$ cat src/rtl/pvsub_pkg.sv
package pvsub_pkg;
  typedef enum logic [1:0] {
    ESZ_8   = 2'd0,
    ESZ_16  = 2'd1,
    ESZ_32  = 2'd2,
    ESZ_RSV = 2'd3
  } esize_e;
endpackage

$ cat src/rtl/pvsub_borrow_chain.sv
module pvsub_borrow_chain
  import pvsub_pkg::*;
#(
  parameter int unsigned VEC_W = 256,
  localparam int unsigned NB   = VEC_W / 8
) (
  input  logic [VEC_W-1:0] a_i,
  input  logic [VEC_W-1:0] b_i,
  input  esize_e           esize_i,
  output logic [VEC_W-1:0] diff_o,
  output logic [NB-1:0]    cout_o
);
  for (genvar k = 0; k < NB; k++) begin : g_byte
    localparam bit BASE16 = (k % 2) == 0;
    localparam bit BASE32 = (k % 4) == 0;
    logic start;
    logic cin;
    logic [8:0] sum;

    always_comb begin
      case (esize_i)
        ESZ_16:  start = BASE16;
        ESZ_32:  start = BASE32;
        default: start = 1'b1;
      endcase
    end

    // lane start injects the +1 of two's complement; otherwise ripple
    if (k == 0) begin : g_first
      assign cin = 1'b1;
    end else begin : g_rest
      assign cin = start ? 1'b1 : cout_o[k-1];
    end

    assign sum = {1'b0, a_i[k*8 +: 8]} + {1'b0, ~b_i[k*8 +: 8]} + {8'b0, cin};
    assign diff_o[k*8 +: 8] = sum[7:0];
    assign cout_o[k] = sum[8];
  end
endmodule

$ cat src/rtl/pvsub_lane_sel.sv
module pvsub_lane_sel
  import pvsub_pkg::*;
#(
  parameter int unsigned VEC_W = 256,
  localparam int unsigned NB   = VEC_W / 8
) (
  input  logic [VEC_W-1:0] diff_i,
  input  logic [NB-1:0]    cout_i,
  input  logic [VEC_W-1:0] prev_i,
  input  logic [NB-1:0]    pred_i,
  input  esize_e           esize_i,
  input  logic             merge_i,
  output logic [VEC_W-1:0] dst_o,
  output logic [NB-1:0]    carry_o
);
  for (genvar k = 0; k < NB; k++) begin : g_byte
    localparam int unsigned B16 = k & ~1;
    localparam int unsigned B32 = k & ~3;
    localparam int unsigned T16 = k | 1;
    localparam int unsigned T32 = k | 3;
    logic act, is_base, top_c, rsv;

    always_comb begin
      rsv = 1'b0;
      case (esize_i)
        ESZ_8: begin
          act = pred_i[k]; top_c = cout_i[k]; is_base = 1'b1;
        end
        ESZ_16: begin
          act = pred_i[B16]; top_c = cout_i[T16]; is_base = (B16 == k);
        end
        ESZ_32: begin
          act = pred_i[B32]; top_c = cout_i[T32]; is_base = (B32 == k);
        end
        default: begin
          act = 1'b0; top_c = 1'b0; is_base = 1'b0; rsv = 1'b1;
        end
      endcase
    end

    always_comb begin
      if (act)                dst_o[k*8 +: 8] = diff_i[k*8 +: 8];
      else if (merge_i && !rsv) dst_o[k*8 +: 8] = prev_i[k*8 +: 8];
      else                    dst_o[k*8 +: 8] = 8'h00;
    end

    assign carry_o[k] = act & is_base & top_c;
  end
endmodule

$ cat src/rtl/pvsub_top.sv
module pvsub_top
  import pvsub_pkg::*;
#(
  parameter int unsigned VEC_W = 256,
  localparam int unsigned NB   = VEC_W / 8
) (
  input  logic             clk_i,
  input  logic             rst_ni,
  input  logic             valid_i,
  input  logic [VEC_W-1:0] src_a_i,
  input  logic [VEC_W-1:0] src_b_i,
  input  logic [VEC_W-1:0] dst_prev_i,
  input  logic [NB-1:0]    pred_i,
  input  logic [1:0]       esize_i,
  input  logic             merge_i,
  output logic             valid_o,
  output logic [VEC_W-1:0] dst_o,
  output logic [NB-1:0]    carry_o
);
  esize_e           esz;
  logic [VEC_W-1:0] diff, dst_d;
  logic [NB-1:0]    cout, carry_d;

  assign esz = esize_e'(esize_i);

  pvsub_borrow_chain #(.VEC_W(VEC_W)) u_chain (
    .a_i     (src_a_i),
    .b_i     (src_b_i),
    .esize_i (esz),
    .diff_o  (diff),
    .cout_o  (cout)
  );

  pvsub_lane_sel #(.VEC_W(VEC_W)) u_sel (
    .diff_i  (diff),
    .cout_i  (cout),
    .prev_i  (dst_prev_i),
    .pred_i  (pred_i),
    .esize_i (esz),
    .merge_i (merge_i),
    .dst_o   (dst_d),
    .carry_o (carry_d)
  );

  always_ff @(posedge clk_i or negedge rst_ni) begin
    if (!rst_ni) begin
      valid_o <= 1'b0;
      dst_o   <= '0;
      carry_o <= '0;
    end else begin
      valid_o <= valid_i;
      if (valid_i) begin
        dst_o   <= dst_d;
        carry_o <= carry_d;
      end
    end
  end

  a_r9_valid_follows: assert property (@(posedge clk_i) disable iff (!rst_ni)
    1'b1 |=> valid_o == $past(valid_i));
  a_r9_hold_idle: assert property (@(posedge clk_i) disable iff (!rst_ni)
    !valid_i |=> $stable(dst_o) && $stable(carry_o));
  a_r8_reserved_zero: assert property (@(posedge clk_i) disable iff (!rst_ni)
    valid_i && esize_i == 2'd3 |=> dst_o == '0 && carry_o == '0);
  a_r3_carry_pos32: assert property (@(posedge clk_i) disable iff (!rst_ni)
    valid_i && esize_i == 2'd2 |=> (carry_o & {(NB/4){4'b1110}}) == '0);
  a_r3_carry_pos16: assert property (@(posedge clk_i) disable iff (!rst_ni)
    valid_i && esize_i == 2'd1 |=> (carry_o & {(NB/2){2'b10}}) == '0);
  a_r7_inactive_carry8: assert property (@(posedge clk_i) disable iff (!rst_ni)
    valid_i && esize_i == 2'd0 |=> (carry_o & ~$past(pred_i)) == '0);
endmodule

$ cat config.mk
export PLATFORM = sky130hd
export DESIGN_NAME = pvsub_top
export DESIGN_NICKNAME = d
export VERILOG_FILES = /design/src/rtl/pvsub_pkg.sv /design/src/rtl/pvsub_borrow_chain.sv /design/src/rtl/pvsub_lane_sel.sv /design/src/rtl/pvsub_top.sv
export SDC_FILE = /design/constraint.sdc
export NUM_CORES = 1
export LEC_CHECK = 0
export ABC_AREA = 1
export BUFFER_PORTS_ARGS = -buffer_cell sky130_fd_sc_hd__buf_2
export CORE_AREA = 4 4 426 428
export CTS_CLUSTER_DIAMETER = 30
export DETAILED_ROUTE_END_ITERATION = 12
export DIE_AREA = 0 0 430 432
export HOLD_SLACK_MARGIN = 0.05
export PLACE_DENSITY_LB_ADDON = 0.05
export SETUP_SLACK_MARGIN = 0.1
export SKIP_CTS_REPAIR_TIMING = 1
export SYNTH_ARGS = -nofsm -noshare
export SYNTH_HDL_FRONTEND = slang
export SYNTH_SLANG_ARGS = --single-unit
$ cat constraint.sdc
create_clock -name clk_i -period 0.95 [get_ports clk_i]
set_clock_uncertainty 0.2 [all_clocks]
set_input_delay 0.0475 -clock clk_i [delete_from_list [all_inputs] [get_ports clk_i]]
set_output_delay 0.0475 -clock clk_i [all_outputs]
set_load 0.005 [all_outputs]
==> results of run 1 <==
## power groups by stage
stage	logic [uW]	registers [uW]	clock network, uW
3_3_place_gp	23100	15000	0
6_report	26700	14900	42500
2_1_floorplan	9690	14900	0
3_5_place_dp	22900	15000	0
4_1_cts	23100	14900	43600
5_1_grt	29600	15000	44500
## through the flow
stage | setup TNS (ns) | area, sq um | setup slack [ns] | instances | power, uW
finish | -657.99 | 53800 | -3.37 | 9185 | 84100
global route | -717.00 | 53800 | -3.56 | 9172 | 89100
CTS | -696.42 | 47300 | -3.66 | 8809 | 81500
detailed placement | -743.42 | 42800 | -4.48 | 8556 | 37900
global placement | -736.36 | 42800 | -4.44 | 8556 | 38100
floorplan | -566.31 | 28300 | -3.71 | 4435 | 24600
## cell type report
| cell class | count | area (sq um) | area share [%] |
|---|---|---|---|
| clock inverter | 14 | 178 | 0.330 |
| inverter | 949 | 3680 | 6.84 |
| sequential | 289 | 7240 | 13.5 |
| clock buffer | 239 | 4340 | 8.06 |
| antenna | 23 | 57.6 | 0.107 |
| multi-input combinational | 3108 | 19500 | 36.2 |
| tap | 2355 | 2950 | 5.47 |
| timing repair buffer | 2208 | 15900 | 29.5 |
## critical path, delay by kind of cell
family / cells / cell delay [ns]
xor gates and xnor gates: 1 / 0.16
AOI/OAI and AO/OA: 2 / 0.19
adders and majority gates: 8 / 2.76
and+or+nand+nor: 16 / 1.06
buffers and inverters: 8 / 0.57
## layout by cell type (no fill, tap or decap), types with 17 or more instances in the layout
master and n:
nand2_1 1089, buf_2 1044, inv_1 865, buf_4 723, nor2_1 362, a21oi_1 330, dfrtp_1 282, dlygate4sd3_1 273
ha_1 221, nand3_1 200, nand3_2 179, nand2_2 174, clkbuf_16 144, a21oi_2 111, buf_6 97, inv_2 68
o21ai_0 68, nand2_4 63, buf_12 62, clkbuf_1 57, fa_2 56, clkbuf_8 38, nor2_2 28, o21ai_2 24
diode_2 23, nand4_1 23, or2_4 19, o21ai_1 19, or2_2 19, nand3_4 17
## flip-flops by register name, summed over array words and instances, names as in the netlist
signal and count:
dst_o 256, carry_o 32, valid_o 1
## layer usage
| metal | up-vias | global-route usage, % | part of all wire (%) |
|---|---|---|---|
| met2 | 978 | 35.6 | 51 |
| met3 | 322 | 3.75 | 4.1 |
| li1 | 18400 | - | - |
| met1 | 17200 | 23.0 | 42 |
| met4 | 8 | 5.18 | 2.9 |
| met5 | - | 0 | 0.033 |
## worst paths after layout
check	from	end	slack, ns	cells past startpoint
max in group asynchronous	rst_ni	dst_o[202]	-0.09	5
hold / removal	rst_ni	dst_o[53]	-0.80	3
setup reg to reg	dst_o[129]	dst_o[129]	-0.12	3
setup / recovery	src_a_i[160]	dst_o[188]	-3.37	35
hold reg to reg	dst_o[208]	dst_o[208]	0.26	2
min in group clk_i	src_b_i[224]	dst_o[224]	-0.50	3
## kinds of logic after synthesis
logic type,share of synthesized area (%)
xor gates and xnor gates,0.569
buffers and inverters,14.4
adders and majority gates,14.7
and+or+nand+nor,32.3
DFF,26.1
AOI/OAI and AO/OA,11.9
==> out/metrics.yaml, run 1 <==
yosys:
  synth_cells: 4435
  ys_async_sr_fraction_pct: 100
  yosysMostFrequentCell: "nand2_1"
  yosys-top-cells-count: "nand2_1 (1318), inv_1 (931), a21oi_1 (441)"
  synth_fp_nets: 5533
  yosysTopAreaCell: "dfrtp_1"
  synth-seq-cells: 289
  yosysWarnings: 0
  ys.flop_type: "dfrtp_1"
  synth.distinct_cells: 32
  synth_top_area_share_pct: 26.1
  avgSynthCellArea_sq_um: 6.24
  synth-seq-area-share_pct: 26.1
  synth-edff-count: 0
  synth_area_leaders: "dfrtp_1 (26%), nand2_1 (18%), inv_1 (13%), ha_1 (11%), a21oi_1 (8.0%)"
  syn_area_sq_mm: 0.0277
setup_path:
  critPathCaptureType: "flop"
  worstPathRequired_ns: 1.42
  crit_type: "in2reg"
  critPathMaxFanout: 2
  worstSetupStartpointType: "primary input"
  crit_path_max_incr_delay_ns: 0.39
  slowest_stage: "fa_2"
  critPathArrivalTime_ns: 4.79
die:
  fp-row-count: 155
  die_w_um: 430
  ioPinCount: 1095
  die_h_um: 432
  start_util_pct: 15.6
  core_sq_mm: 0.178
  die_area_sq_mm: 0.186
power:
  vdd_drop_max_mv: 1.33
  switching_share_pct: 32.6
  leakage_uw: 0.0297
  power_frac_seq_pct: 17.7
  power_frac_clock_pct: 50.5
  p_sw_uw: 27400
  internal_power_uw: 56700
  combPwrFrac_pct: 31.8
  power_density_mw_per_mm2: 1560
timing:
  hold_slack_ns: -0.796
  period_share_pct: 454
  layout_setup_ws_ns: -3.37
  rsz0062_at_grt: "true"
  fmax_ghz: 0.232
  finalHoldViolations: 521
  slew_headroom_pct: 44.0
  worst_slew_pin_slew_ns: 0.836
  drv_slew: 0
  setup-violations-final: 594
  period_needed_ns: 4.32
cts:
  clock_sinks: 289
  clk_latency_ns: 0.75
  cts_buffer_depth: 3
  htreeDepth: 4
  clk_pin_slew_ns: 0.04
  cts_buffers: 141
  clockRootBuffer: "clkbuf_16"
  cts_tree: "done"
finish:
  post-route-util_pct: 30.3
  drive_above_1_share_pct: 43.5
  fillerInstances: 19900
  area_growth_pct: 94.4
  final_nets: 7795
route:
  drt_first_pass_iters: 5
  drt_iter0_markers: 1499
  vias: 36900
  routed_wl_um: 189000
  avgRoutedWirePerCell_um: 20.6
  via_per_inst: 4.02
  final_antenna_net_count: 0
  drc: 0
placement:
  place.port_buffers: 1094
  hpwlAfterDp_um: 159000
  routabilityCongestion: 0.849
grt:
  grt_pass1_vias: 36400
  grt_pass1_wl_um: 259000
  overflow: 0
  antenna_found_initial: 100
  grt_max_degree: 39
  track_usage_pct: 19.4
hold_path:
  hold_class: "in2async"
status:
  outcome: "complete, but fails checks"
  violations: "hold timing, setup timing"
flow_run:
  drv_cap: 0
(Power assumes the default switching activity.)
==> run 2: changes to the inputs <==
--- a/config.mk
+++ b/config.mk
@@ -5,12 +5,11 @@
 export SDC_FILE = /design/constraint.sdc
 export NUM_CORES = 1
 export LEC_CHECK = 0
-export ABC_AREA = 1
 export BUFFER_PORTS_ARGS = -buffer_cell sky130_fd_sc_hd__buf_2
-export CORE_AREA = 4 4 426 428
+export CORE_AREA = 4 4 428 430
 export CTS_CLUSTER_DIAMETER = 30
 export DETAILED_ROUTE_END_ITERATION = 12
-export DIE_AREA = 0 0 430 432
+export DIE_AREA = 0 0 432 434
 export HOLD_SLACK_MARGIN = 0.05
 export PLACE_DENSITY_LB_ADDON = 0.05
 export SETUP_SLACK_MARGIN = 0.1
==> run 2 against run 1 <==
The run still ends with hold timing, setup timing left; power fell by 1.1%; routed wire length fell by 1.8%; die area rose by 0.93%; design area fell by 6.5%; cell count fell by 14%; clock power rose by 2%; first-iteration DRC count fell by 15%; sequential share of layout area rose by 0.91 points; largest cell class unchanged; largest power group unchanged.
==> out/metrics.yaml, run 2 <==
status:
  outcome: "complete, but fails checks"  # unchanged
  violations: "hold timing, setup timing"  # unchanged
die:
  die_h_um: 434  # was 432 um
  fp-row-count: 156  # was 155
  core_sq_mm: 0.180  # was 0.178 sq mm
  die_area_sq_mm: 0.187  # was 0.186 sq mm
  die_w_um: 432  # was 430 um
  ioPinCount: 1095  # unchanged
  start_util_pct: 13.8  # was 15.6%
setup_path:
  r2r_slack_ns: -0.63  # was -0.12 ns
  slowest_stage: "fa_2"  # unchanged
  worstSetupStartpointType: "primary input"  # unchanged
  critPathArrivalTime_ns: 6.08  # was 4.79 ns
  r2r_end: "carry_o[28]"  # was dst_o[129]
  critPathCaptureType: "flop"  # unchanged
  ff2ff_path_depth: 4  # was 3
  crit_path_max_incr_delay_ns: 0.39  # about the same
  critPathMaxFanout: 4  # was 2
  cpMostUsedCell: "fa_2"
  endpoint: "carry_o[21]"  # was dst_o[188]
  worstPathRequired_ns: 1.44  # was 1.42 ns
  crit_type: "in2reg"  # unchanged
  cp-startpoint: "src_a_i[160]"  # unchanged
  reg2reg_from: "carry_o[28]"  # was dst_o[129]
finish:
  top_regs: "dst_o (256), carry_o (32), valid_o (1)"  # unchanged
  final_cell_mix: "buf_2 (1078), buf_4 (802), nor2_1 (447)"  # was nand2_1 (1089), buf_2 (1044), inv_1 (865)
  largest_register_ffs: 256  # unchanged
  final_cells: 7862  # was 9185
  multiInputGateArea_sq_mm: 0.0182  # was 0.0195 sq mm
  regMostFlops: "dst_o"  # unchanged
  regArea_sq_mm: 0.00723  # was 0.00724 sq mm
  fillerInstances: 19700  # was 19900
  final_nets: 6439  # was 7795
  layout_commonest_cell: "buf_2"  # was nand2_1
  area_growth_pct: 103  # was 94.4%
  drive_above_1_share_pct: 48.6  # was 43.5%
power:
  leakage_uw: 0.0246  # was 0.0297 uW
  power_density_mw_per_mm2: 1650  # was 1560 mW/mm^2
  vdd_drop_max_mv: 1.07  # was 1.33 mV
yosys:
  synth_fp_nets: 4162  # was 5533
  synth_cells: 3064  # was 4435
  yosysWarnings: 0  # unchanged
  yosysTopAreaCell: "dfrtp_1"  # unchanged
  yosysMostFrequentCell: "nor2_1"  # was nand2_1
  ys.flop_type: "dfrtp_1"  # unchanged
  synth.distinct_cells: 73  # was 32
  synth_top_area_share_pct: 29.2  # was 26.1%
  yosys-top-cells-count: "nor2_1 (469), inv_1 (366), dfrtp_1 (289)"  # was nand2_1 (1318), inv_1 (931), a21oi_1 (441)
  synth-seq-cells: 289  # unchanged
  avgSynthCellArea_sq_um: 8.09  # was 6.24 sq um
  synth-seq-area-share_pct: 29.2  # was 26.1%
  synth-edff-count: 0  # unchanged
  syn_area_sq_mm: 0.0248  # was 0.0277 sq mm
  synth_area_leaders: "dfrtp_1 (29%), ha_1 (12%), nor2_1 (7.1%), a21oi_1 (5.8%), inv_1 (5.5%)"  # was dfrtp_1 (26%), nand2_1 (18%), inv_1 (13%), ha_1 (11%), a21oi_1 (8.0%)
  ys_async_sr_fraction_pct: 100  # unchanged
timing:
  drv_slew: 0  # unchanged
  layout_setup_ws_ns: -4.64  # was -3.37 ns
  setup-violations-final: 825  # was 594
  period_share_pct: 588  # was 454%
  fmax_ghz: 0.179  # was 0.232 GHz
  worst_slew_pin_slew_ns: 1.24  # was 0.836 ns
  slew_headroom_pct: 17.3  # was 44.0%
  rsz0062_at_grt: "true"  # unchanged
  finalHoldViolations: 294  # was 521
  period_needed_ns: 5.59  # was 4.32 ns
  hold_slack_ns: -0.452  # was -0.796 ns
  timing.setup.tns_ns: -877.96  # was -657.99 ns
route:
  via_per_inst: 4.09  # was 4.02
  final_antenna_net_count: 0  # unchanged
  drt_iter0_markers: 1270  # was 1499
  routed_wl_um: 186000  # was 189000 um
  drt_first_pass_iters: 7  # was 5
  drc: 0  # unchanged
  avgRoutedWirePerCell_um: 23.6  # was 20.6 um
  vias: 32200  # was 36900
grt:
  antenna_found_initial: 118  # was 100
  grt_pass1_vias: 33200  # was 36400
  overflow: 0  # unchanged
  track_usage_pct: 19.0  # was 19.4%
  grt_pass1_wl_um: 252000  # was 259000 um
  grt_max_degree: 51  # was 39
hold_path:
  hold_class: "in2reg"  # was in2async
cts:
  htreeDepth: 4  # unchanged
  cts_buffers: 147  # was 141
  clockRootBuffer: "clkbuf_16"  # unchanged
  clock_sinks: 289  # unchanged
  cts_tree: "done"  # unchanged
  clk_latency_ns: 0.76  # was 0.75 ns
  clk_pin_slew_ns: 0.04  # about the same
  cts_buffer_depth: 3  # unchanged
placement:
  hpwlAfterDp_um: 159000  # about the same
  placedCellCount: 7242  # was 8556
  place.port_buffers: 1094  # unchanged
  routabilityCongestion: 0.852  # was 0.849
flow_run:
  drv_cap: 0  # unchanged
[run 2: cell types whose count changed after synthesis, moves of 56 or more]
cell | previous run | this run
a21oi_1 | 441 | 285
clkbuf_1 | 38 | 101
inv_1 | 931 | 366
nand2_1 | 1318 | 97
nand2b_1 | 0 | 79
nand3_1 | 396 | 62
nor2_1 | 392 | 469
nor2b_1 | 0 | 68
o21a_1 | 8 | 64
xnor2_1 | 0 | 57
[run 2: kinds of logic after synthesis]
family	after synthesis	synth area share, %
muxes	4	0.162
and+or+nand+nor	965	18.4
DFF	289	29.2
xor gates and xnor gates	91	3.22
AOI/OAI and AO/OA	936	25.1
buffers and inverters	487	7.50
adders and majority gates	292	16.4
[run 2: worst min path at each step]
stage,from,endpoint,depth (start not counted)
after global routing,pred_i[24],carry_o[24],4
after CTS,rst_ni,dst_o[75],1
final,pred_i[24],carry_o[24],4
after detailed placement,rst_ni,dst_o[70],1
after global placement,rst_ni,dst_o[70],1
after floorplan,rst_ni,carry_o[0],0
[run 2: report_power, final]
part / internal (uW) / total (uW) / leakage (uW) / switching [uW]
clock network: 30900 / 43200 / 0.00224 / 12300
logic: 12500 / 25100 / 0.0187 / 12600
registers: 13900 / 14900 / 0.00357 / 956
[run 2: critical path, delay by kind of cell]
family,cells,cell delay [ns]
AOI/OAI and AO/OA,12,1.76
adders and majority gates,8,2.77
buffers and inverters,2,0.12
and+or+nand+nor,9,1.38
[run 2: area by class of cell]
cell class,instances,share of cell area (%)
clock inverters,14,0.323
multi-input cells,2288,36.2
inverters,366,2.97
well taps,2370,5.89
flip-flops and latches,289,14.4
diodes,42,0.209
repair buffers,2249,31.2
clock buffers,244,8.81
[run 2: routing by layer]
layer	GRT usage, %	vias up	part of all wire, %
li1	-	15500	-
met1	22.1	15300	41
met2	33.9	934	51
met3	4.95	342	5.1
met4	5.72	32	2.9
met5	0	-	0.10
[run 2: per-stage QoR]
stage | power, uW | area (sq um) | util, % | hold slack, ns | worst slack, ns
floorplan | 24100 | 25600 | - | -0.448 | -4.99
global placement | 37500 | 40500 | 22.6 | -0.325 | -5.75
detailed placement | 37300 | 40500 | 22.6 | -0.322 | -5.80
CTS | 81700 | 45100 | 25.1 | -1.17 | -4.98
global route | 87800 | 50300 | 28.0 | -0.496 | -4.87
finish | 83200 | 50300 | 28.0 | -0.452 | -4.64
